File: config.mk
export PLATFORM = sky130hd
export DESIGN_NAME = pin_stream_slice
export DESIGN_NICKNAME = d
export VERILOG_FILES = /design/src/rtl/bsl_pkg.sv /design/src/rtl/bsl_rate_div.sv /design/src/rtl/bsl_bit_count.sv /design/src/rtl/bsl_shift_core.sv /design/src/rtl/pin_stream_slice.sv
export SDC_FILE = /design/constraint.sdc
export NUM_CORES = 1
export LEC_CHECK = 0
export BUFFER_PORTS_ARGS = -buffer_cell sky130_fd_sc_hd__buf_2
export CAP_MARGIN = 0
export CORE_MARGIN = 2
export CORE_UTILIZATION = 49
export DETAILED_ROUTE_END_ITERATION = 12
export PLACE_DENSITY = 0.67
export SLEW_MARGIN = 30
export SYNTH_ARGS = -nofsm -noshare
export SYNTH_HDL_FRONTEND = slang
export SYNTH_SLANG_ARGS = --single-unit
File: constraint.sdc
create_clock -name clk_i -period 5.15 [get_ports clk_i]
set_clock_uncertainty 0.1 [all_clocks]
set_input_delay 0 -clock clk_i [delete_from_list [all_inputs] [get_ports clk_i]]
set_output_delay 0 -clock clk_i [all_outputs]
set_load 0.01 [all_outputs]
File: src/rtl/bsl_pkg.sv
package bsl_pkg;
  typedef enum logic [2:0] {
    ADR_CTRL   = 3'd0,
    ADR_RATE   = 3'd1,
    ADR_BITS   = 3'd2,
    ADR_PREP   = 3'd3,
    ADR_PREPOE = 3'd4,
    ADR_STAT   = 3'd5,
    ADR_WORK   = 3'd6,
    ADR_WORKOE = 3'd7
  } bsl_addr_e;

  localparam int unsigned CTRL_RUN = 0;
  localparam int unsigned CTRL_CAP = 1;
  localparam int unsigned ST_DONE  = 0;
  localparam int unsigned ST_UNDER = 1;
  localparam int unsigned ST_PEND  = 2;
endpackage

File: src/rtl/bsl_rate_div.sv
module bsl_rate_div #(
  parameter int unsigned RATE_W = 16
) (
  input  logic              clk_i,
  input  logic              rst_ni,
  input  logic              run_i,
  input  logic [RATE_W-1:0] preset_i,
  output logic              strobe_o,
  output logic              sclk_o
);
  logic [RATE_W-1:0] cnt_q, cnt_d;
  logic              sclk_q, sclk_d;

  assign strobe_o = run_i && (cnt_q == '0);
  assign sclk_o   = sclk_q;

  always_comb begin
    cnt_d  = cnt_q;
    sclk_d = sclk_q;
    if (!run_i) begin
      cnt_d  = preset_i;
      sclk_d = 1'b0;
    end else if (strobe_o) begin
      cnt_d  = preset_i;
      sclk_d = ~sclk_q;
    end else begin
      cnt_d  = cnt_q - 1'b1;
    end
  end

  always_ff @(posedge clk_i or negedge rst_ni) begin
    if (!rst_ni) begin
      cnt_q  <= '0;
      sclk_q <= 1'b0;
    end else begin
      cnt_q  <= cnt_d;
      sclk_q <= sclk_d;
    end
  end

  // no back-to-back events unless the prescale is zero
  assert_event_gap_R2: assert property (@(posedge clk_i) disable iff (!rst_ni)
    ($past(strobe_o) && run_i && $past(run_i) && $past(preset_i) != '0) |-> !strobe_o);
  // divided clock changes exactly after shift events
  assert_sclk_follows_R2: assert property (@(posedge clk_i) disable iff (!rst_ni)
    (run_i && $past(run_i)) |-> ((sclk_o != $past(sclk_o)) == $past(strobe_o)));
endmodule

File: src/rtl/bsl_bit_count.sv
module bsl_bit_count #(
  parameter int unsigned CNT_W = 5
) (
  input  logic             clk_i,
  input  logic             rst_ni,
  input  logic             run_i,
  input  logic             strobe_i,
  input  logic [CNT_W-1:0] preset_i,
  output logic             last_o
);
  logic [CNT_W-1:0] cnt_q, cnt_d;

  assign last_o = strobe_i && (cnt_q == '0);

  always_comb begin
    cnt_d = cnt_q;
    if (!run_i)        cnt_d = preset_i;
    else if (last_o)   cnt_d = preset_i;
    else if (strobe_i) cnt_d = cnt_q - 1'b1;
  end

  always_ff @(posedge clk_i or negedge rst_ni) begin
    if (!rst_ni) cnt_q <= '0;
    else         cnt_q <= cnt_d;
  end

  // the count restarts from the programmed length after a word end
  assert_restart_R3: assert property (@(posedge clk_i) disable iff (!rst_ni)
    ($past(last_o) && $past(run_i)) |-> (cnt_q == $past(preset_i)));
endmodule

File: src/rtl/bsl_shift_core.sv
module bsl_shift_core #(
  parameter int unsigned DATA_W = 32
) (
  input  logic              clk_i,
  input  logic              rst_ni,
  input  logic              run_i,
  input  logic              cap_i,
  input  logic              strobe_i,
  input  logic              last_i,
  input  logic              pin_i,
  input  logic              ld_data_i,
  input  logic              ld_oe_i,
  input  logic [DATA_W-1:0] ld_val_i,
  input  logic [DATA_W-1:0] prep_i,
  input  logic [DATA_W-1:0] prep_oe_i,
  output logic [DATA_W-1:0] work_o,
  output logic [DATA_W-1:0] work_oe_o,
  output logic [DATA_W-1:0] cap_word_o,
  output logic              pin_out_o,
  output logic              pin_oe_o
);
  logic [DATA_W-1:0] data_q, data_d, oe_q, oe_d;

  assign cap_word_o = {data_q[DATA_W-2:0], pin_i};
  assign work_o     = data_q;
  assign work_oe_o  = oe_q;
  assign pin_out_o  = !cap_i && data_q[DATA_W-1];
  assign pin_oe_o   = run_i && !cap_i && oe_q[DATA_W-1];

  always_comb begin
    data_d = data_q;
    oe_d   = oe_q;
    if (ld_data_i) data_d = ld_val_i;
    if (ld_oe_i)   oe_d   = ld_val_i;
    if (strobe_i) begin
      if (cap_i) begin
        data_d = last_i ? '0 : cap_word_o;
      end else if (last_i) begin
        data_d = prep_i;
        oe_d   = prep_oe_i;
      end else begin
        data_d = {data_q[DATA_W-2:0], 1'b0};
        oe_d   = {oe_q[DATA_W-2:0], 1'b0};
      end
    end
  end

  always_ff @(posedge clk_i or negedge rst_ni) begin
    if (!rst_ni) begin
      data_q <= '0;
      oe_q   <= '0;
    end else begin
      data_q <= data_d;
      oe_q   <= oe_d;
    end
  end

  // swap takes the prepared pair at the final event
  assert_swap_loads_R6: assert property (@(posedge clk_i) disable iff (!rst_ni)
    (last_i && !cap_i) |=> (data_q == $past(prep_i) && oe_q == $past(prep_oe_i)));
  // working registers only move on shift events while running
  assert_work_frozen_R10: assert property (@(posedge clk_i) disable iff (!rst_ni)
    (run_i && !strobe_i) |=> ($stable(data_q) && $stable(oe_q)));
  // capture mode never drives the pin
  assert_capture_floats_R8: assert property (@(posedge clk_i) disable iff (!rst_ni)
    cap_i |-> (!pin_oe_o && !pin_out_o));
endmodule

File: src/rtl/pin_stream_slice.sv
module pin_stream_slice
  import bsl_pkg::*;
#(
  parameter int unsigned DATA_W = 32,
  parameter int unsigned RATE_W = 16
) (
  input  logic              clk_i,
  input  logic              rst_ni,
  input  logic              wr_en_i,
  input  logic [2:0]        wr_addr_i,
  input  logic [DATA_W-1:0] wr_data_i,
  input  logic [2:0]        rd_addr_i,
  output logic [DATA_W-1:0] rd_data_o,
  input  logic              pin_in_i,
  output logic              pin_out_o,
  output logic              pin_oe_o,
  output logic              shift_clk_o,
  output logic              done_irq_o
);
  localparam int unsigned CNT_W = $clog2(DATA_W);

  logic [1:0] rst_sync_q;
  logic       rst_n_s;

  always_ff @(posedge clk_i or negedge rst_ni) begin
    if (!rst_ni) rst_sync_q <= 2'b00;
    else         rst_sync_q <= {rst_sync_q[0], 1'b1};
  end
  assign rst_n_s = rst_sync_q[1];

  logic              run_q, run_d, cap_q, cap_d;
  logic [RATE_W-1:0] rate_q, rate_d;
  logic [CNT_W-1:0]  bits_q, bits_d;
  logic [DATA_W-1:0] prep_q, prep_d, prepoe_q, prepoe_d;
  logic              done_q, done_d, und_q, und_d, pend_q, pend_d;
  logic              strobe, swap;
  logic [DATA_W-1:0] work, work_oe, cap_word;
  logic              we_ctrl, we_rate, we_bits, we_prep, we_prepoe, we_stat;
  logic              we_work, we_workoe;

  always_comb begin
    we_ctrl   = wr_en_i && (wr_addr_i == ADR_CTRL);
    we_rate   = wr_en_i && (wr_addr_i == ADR_RATE);
    we_bits   = wr_en_i && (wr_addr_i == ADR_BITS);
    we_prep   = wr_en_i && (wr_addr_i == ADR_PREP);
    we_prepoe = wr_en_i && (wr_addr_i == ADR_PREPOE);
    we_stat   = wr_en_i && (wr_addr_i == ADR_STAT);
    we_work   = wr_en_i && (wr_addr_i == ADR_WORK) && !run_q;
    we_workoe = wr_en_i && (wr_addr_i == ADR_WORKOE) && !run_q;
  end

  bsl_rate_div #(.RATE_W(RATE_W)) rate_i (
    .clk_i(clk_i), .rst_ni(rst_n_s), .run_i(run_q), .preset_i(rate_q),
    .strobe_o(strobe), .sclk_o(shift_clk_o)
  );

  bsl_bit_count #(.CNT_W(CNT_W)) count_i (
    .clk_i(clk_i), .rst_ni(rst_n_s), .run_i(run_q), .strobe_i(strobe),
    .preset_i(bits_q), .last_o(swap)
  );

  bsl_shift_core #(.DATA_W(DATA_W)) core_i (
    .clk_i(clk_i), .rst_ni(rst_n_s), .run_i(run_q), .cap_i(cap_q),
    .strobe_i(strobe), .last_i(swap), .pin_i(pin_in_i),
    .ld_data_i(we_work), .ld_oe_i(we_workoe), .ld_val_i(wr_data_i),
    .prep_i(prep_q), .prep_oe_i(prepoe_q),
    .work_o(work), .work_oe_o(work_oe), .cap_word_o(cap_word),
    .pin_out_o(pin_out_o), .pin_oe_o(pin_oe_o)
  );

  always_comb begin
    run_d    = we_ctrl ? wr_data_i[CTRL_RUN] : run_q;
    cap_d    = we_ctrl ? wr_data_i[CTRL_CAP] : cap_q;
    rate_d   = we_rate ? wr_data_i[RATE_W-1:0] : rate_q;
    bits_d   = we_bits ? wr_data_i[CNT_W-1:0] : bits_q;
    prepoe_d = we_prepoe ? wr_data_i : prepoe_q;
    prep_d   = prep_q;
    if (swap && cap_q) prep_d = cap_word;
    else if (we_prep)  prep_d = wr_data_i;
    pend_d = pend_q;
    if (we_prep)               pend_d = 1'b1;
    else if (swap && !cap_q)   pend_d = 1'b0;
    done_d = (done_q && !(we_stat && wr_data_i[ST_DONE])) || swap;
    und_d  = (und_q && !(we_stat && wr_data_i[ST_UNDER])) ||
             (swap && !cap_q && !pend_q);
  end

  always_ff @(posedge clk_i or negedge rst_n_s) begin
    if (!rst_n_s) begin
      run_q    <= 1'b0;
      cap_q    <= 1'b0;
      rate_q   <= '0;
      bits_q   <= '0;
      prep_q   <= '0;
      prepoe_q <= '0;
      pend_q   <= 1'b0;
      done_q   <= 1'b0;
      und_q    <= 1'b0;
    end else begin
      run_q    <= run_d;
      cap_q    <= cap_d;
      rate_q   <= rate_d;
      bits_q   <= bits_d;
      prep_q   <= prep_d;
      prepoe_q <= prepoe_d;
      pend_q   <= pend_d;
      done_q   <= done_d;
      und_q    <= und_d;
    end
  end

  assign done_irq_o = done_q;

  always_comb begin
    rd_data_o = '0;
    unique case (rd_addr_i)
      ADR_CTRL:   begin rd_data_o[CTRL_RUN] = run_q; rd_data_o[CTRL_CAP] = cap_q; end
      ADR_RATE:   rd_data_o[RATE_W-1:0] = rate_q;
      ADR_BITS:   rd_data_o[CNT_W-1:0] = bits_q;
      ADR_PREP:   rd_data_o = prep_q;
      ADR_PREPOE: rd_data_o = prepoe_q;
      ADR_STAT:   begin
        rd_data_o[ST_DONE]  = done_q;
        rd_data_o[ST_UNDER] = und_q;
        rd_data_o[ST_PEND]  = pend_q;
      end
      ADR_WORK:   rd_data_o = work;
      ADR_WORKOE: rd_data_o = work_oe;
      default:    rd_data_o = '0;
    endcase
  end

  // a word end always leaves the done flag set
  assert_done_on_swap_R9: assert property (@(posedge clk_i) disable iff (!rst_n_s)
    swap |=> done_irq_o);
  // transmit word end without a refill flags underrun
  assert_underrun_R7: assert property (@(posedge clk_i) disable iff (!rst_n_s)
    (swap && !cap_q && !pend_q) |=> und_q);
  // a consumed refill clears the pending bit
  assert_pend_cleared_R6: assert property (@(posedge clk_i) disable iff (!rst_n_s)
    (swap && !cap_q && !we_prep) |=> !pend_q);
endmodule

After elaboration in Yosys (flattened, before gate mapping)
Index checks and enable logic that the tools add are counted.
Storage, ports and cells
  bits in latches: 0
  word-level logic and storage cells: 95
  memories: 0
  bits of input ports: 42
  flip-flop bits (word level): 178
  memory bits (read-only): 0
  memory bits (writable): 0
  output and inout bits: 36
Cells by class
  $add $sub $neg: 2
  divide/modulo/power cells: 0
  reductions and logical operators: 36
  multiplexer cells: 25
  $lt $le $gt $ge: 0
  bitwise operators: 1
  shift-type cells: 0
  eq/ne operators: 16
  $mul: 0
Operators by type and width (count)
  32-bit 2-to-1 mux: 11
  16-bit case mux with 4 select lines: 1
  11-bit case mux with 5 select lines: 1
  16-bit 2-to-1 mux: 2
  3-bit == test, second input constant: 8
  1-bit logical AND: 22
  16-bit logical NOT: 1
  2-bit case mux with 8 select lines: 1
  16-bit by 1-bit subtractor with 16-bit output, second input constant: 1
  5-bit 2-to-1 mux: 3
  3-bit by 2-bit == test with 1-bit output, second input constant: 4
  2-bit case mux with 6 select lines: 1
  1-bit case mux with 7 select lines: 1
  3-bit by 1-bit == test with 1-bit output, second input constant: 2
  3-bit logical NOT: 2
  2-bit nonzero test: 3
  1-bit logical NOT: 5
  5-bit logical NOT: 1
  5-bit by 1-bit subtractor with 5-bit output, second input constant: 1
  1-bit 2-to-1 mux: 4
  3-bit by 1-bit inequality test with 1-bit output, second input constant: 1
  1-bit logical OR: 2
  2-bit by 1-bit inequality test with 1-bit output, second input constant: 1
  1-bit NOT: 1

Logic depth before layout (Yosys ltp)
  depth after elaboration: 6
  gate-level depth with buffers: 10
  mapped depth without buffers: 7

Hierarchy
Synthesis repeated with hierarchy kept, for this count alone.
Second synthesis, totals
  cells, all modules: 973
  area, all modules: 10391.2 µm²
By module, submodules not included
  pin_stream_slice: cells an instance 429, area each 5009.8 µm², times used 1, seq. area each 2302.2 µm²
  bsl_shift_core: cells an instance 425, area each 4053.9 µm², times used 1, seq. area each 1601.5 µm²
  bsl_rate_div: cells an instance 84, area each 987.2 µm², times used 1, seq. area each 425.4 µm²
  bsl_bit_count: cells an instance 35, area each 340.3 µm², times used 1, seq. area each 125.1 µm²

Worst setup path after synthesis
OpenSTA, ideal clock, no wires.
  kind: register to register
  from: register rate_i.cnt_q[0]
  to: register prep_q[4]
  period minus slack after synthesis: 2196 ps
  slack: 2954 ps
  arrival time: 1973 ps
  setup time: 123 ps
  stages on the path, launching flop included: 10
  data required time: 4927 ps
  buffers on the path: 2
  path through: dfrtp_1 inv_1 ha_1 nor3b_2 nand4b_1 or4_1 buf_6 buf_6 nor2_1 a21oi_1
On the way
  longest elaborated chain between the ends: 5
  elaborated cells on any way between the ends: 6
  classes of those cells: mux (1); reduce/logical (5)
RTL lines
  from (decl): line bsl_rate_div.sv:11  | logic [RATE_W-1:0] cnt_q, cnt_d;
  from (signal assigned): line bsl_rate_div.sv:36  | cnt_q <= cnt_d;
  16-bit logical NOT *: line bsl_rate_div.sv:14  | assign strobe_o = run_i && (cnt_q == '0);
  1-bit logical AND *: line bsl_rate_div.sv:14
  1-bit logical AND *: line bsl_bit_count.sv:13  | assign last_o = strobe_i && (cnt_q == '0);
  1-bit logical AND *: line pin_stream_slice.sv:78  | if (swap && cap_q) prep_d = cap_word;
  32-bit 2-to-1 mux / 2-bit nonzero test (equally long branches)
  to (signal assigned): line pin_stream_slice.sv:104  | prep_q <= prep_d;
  to (decl): line pin_stream_slice.sv:34  | logic [DATA_W-1:0] prep_q, prep_d, prepoe_q, prepoe_d;
Every way passes the cells marked *; elsewhere a longest branch is shown, timed or not.
A chain may end at the register's enable or synchronous reset.

Final worst setup path
  from: register rate_i.cnt_q[0]
  to: register prep_q[0]
Same word-level chain as after synthesis.

==> qor.csv <==
metric;value;unit
status;finished, final reports clean;
hold_depth;5;
regArea;4460;um^2
multi_input_area;5000;um^2
cts_tree;built;
yosysUniqueCellTypes;53;
cp-end-kind;register;
drt_wl_total;26400;um
dp_hpwl;15900;um
cts-root-buf;clkbuf_16;
finalPower;4.85;mW
vias_per_cell;5.90;
first_iter_violations;527;
fillers;1754;
final_util;0.581;
ys_ff_latch;178;
nNetsFinal;1103;
via_count;7876;
tightest_slew;995;ps
worst_hold_slack;60.6;ps
grt_pass1_vias;7764;
worst_hold_path_type;input pin to register;
drcViolationCount;0;
die_x;145;um
leakagePower;5.37;nW
synth_top_cells_by_area;dfrtp_1 (45%), mux2_2 (11%), mux2i_1 (7.8%);
clkSinkCount;178;
design_area;11300;um^2
maxCapViolCount;0;
dr.pass1.iters;5;
clockBufferDepth;2;
r2r_setup_slack;1360;ps
final_cell_count_no_fill;1336;
yosys.area.top_type_share;0.454;
final_antenna_net_count;0;
io_buffers;77;
rows;51;
ioPinCount;78;
whs_endpoint;done_irq_o;
routabilityCongestion;0.847;
p_per_area;427;nW/um^2
start_util;0.502;
clkLatencyLatePin;440;ps
cts_setup_buffers;0;
clkTransAtPathRegs;70;ps
yosysMostFrequentCell;dfrtp_1;
finalSetupViolCount;0;
r2r_start;rate_i.cnt_q[0];
critPathKind;register to register;
drv_slew;0;
fin_ws;1360;ps
place_area;10300;um^2
fin_tns_setup;0;ps
synth_cells;981;
yosys.area.top_type;dfrtp_1;
crit_path_start_kind;register;
die_h;145;um
critPathArrivalTime;4020;ps
fin_crit;3790;ps
reg2reg_to;prep_q[0];
n_antenna_cell;0;
cts-buffers-inserted;17;
yosysSeqAreaShare;0.454;
synth.net_count;1025;
ys_warn_count;0;
globalRouteOverflowTotal;0;
area_delta_synth_final;15.7;%
cts-htree-levels;4;
worstPathMaxFanout;64;
synthTopCellsByCount;dfrtp_1 (178), a21oi_1 (123), mux2_2 (93);
grt_usage;0.255;
avgSynthCellArea;9.99;um^2
core;19500;um^2
hold_violations;0;
synth-async-reset-ratio;1.00;
dp.cells;1263;
dp_slack;1930;ps
die_area;21100;um^2
timing.fmax;0.264;GHz
grt_pass1_wl;43300;um
antenna_found_initial;0;
synth-main-ff-cell;dfrtp_1;
fin_crit_sh;0.737;
grt_max_degree;120;
rsz0062_at_grt;false;
synth_edf_count;0;
reg2regPathDepth;9;
hold_start;wr_addr_i[2];
relSlewSlack;0.337;
crit_required;5370;ps
wl_per_cell;19.8;um
vdd_drop_max;0.229;mV
drive_gt1_frac;0.232;
syn_area;9800;um^2
## flip-flops by register name, summed over array words and instances, names as in the netlist
| signal | count |
|---|---|
| core_i.work_o | 32 |
| core_i.work_oe_o | 32 |
| prep_q | 32 |
| prepoe_q | 32 |
| rate_i.cnt_q | 16 |
| rate_q | 16 |
| bits_q | 5 |
| count_i.cnt_q | 5 |
| rst_sync_q | 2 |
| cap_q | 1 |
| done_irq_o | 1 |
| pend_q | 1 |
| rate_i.sclk_o | 1 |
| run_q | 1 |
| und_q | 1 |
## final cells by class
type	instances	share of cell area
inverters	8	0.00265
multi-input cells	720	0.441
flip-flops and latches	178	0.393
well taps	265	0.0292
clock buffers	21	0.0406
repair buffers	134	0.0836
clock inverters	10	0.00960
## routing by layer
metal / up-vias / part of all wire / GRT usage
met2: 254 / 0.46 / 0.405
met3: 33 / 0.060 / 0.0455
li1: 3706 / - / -
met4: 0 / 0.018 / 0.0652
met1: 3883 / 0.46 / 0.364
met5: - / 0 / 0
## layout by cell type (no fill, tap or decap), types with 17 or more instances in the layout
| cell | instances |
|---|---|
| a211oi_1 | 34 |
| a21oi_1 | 123 |
| a22oi_1 | 34 |
| and3_1 | 33 |
| buf_2 | 77 |
| clkbuf_16 | 17 |
| dfrtp_1 | 177 |
| dlygate4sd3_1 | 41 |
| mux2_2 | 93 |
| mux2i_1 | 76 |
| nand2_1 | 64 |
| nor2_1 | 85 |
| nor2b_1 | 33 |
| o21ai_0 | 32 |
## how the worst max path moves through the flow
| stage | startpoint | to | slack (ps) | cells past startpoint |
|---|---|---|---|---|
| 2_1_floorplan | rst_sync_q[1] | bits_q[0] | 2110 | 0 |
| 3_3_place_gp | rate_i.cnt_q[0] | prep_q[24] | 2070 | 8 |
| 3_5_place_dp | rate_i.cnt_q[0] | prep_q[16] | 1930 | 8 |
| 4_1_cts | rate_i.cnt_q[0] | prep_q[0] | 1380 | 9 |
| 5_1_grt | rate_i.cnt_q[0] | prep_q[0] | 1160 | 9 |
| 6_report | rate_i.cnt_q[0] | prep_q[0] | 1360 | 9 |
## timing repair
action,in CTS,in global routing
hold buffers,41,0
hold endpoints to repair,154,0
resized for setup,0,0
## worst max-delay path, stage by stage (launching register included)
cell	delay (ps)
dfrtp_1	420
inv_1	70
ha_1	170
nor3b_2	300
nand4b_1	530
or4_2	820
buf_4	370
nor2_2	210
a21oi_2	40
dlygate4sd3_1	590
## logic make-up (layout without fill, tap and decap cells)
logic type      after synthesis  after routing  share of synthesized area
xor+xnor                     13             13                     0.0116
mux                         170            170                      0.187
other cells                   1              1                   0.000383
compound gates              269            269                      0.170
flops                       178            178                      0.454
fa+ha+maj                     2              2                    0.00255
buf+inv                      83            173                     0.0396
simple gates                265            265                      0.134
## report_power, final
part / switching (mW) / internal, mW
clock network: 0.551 / 0.734
logic: 0.648 / 0.688
registers: 0.425 / 1.80
Note: power is estimated with default switching activity, not from simulation.
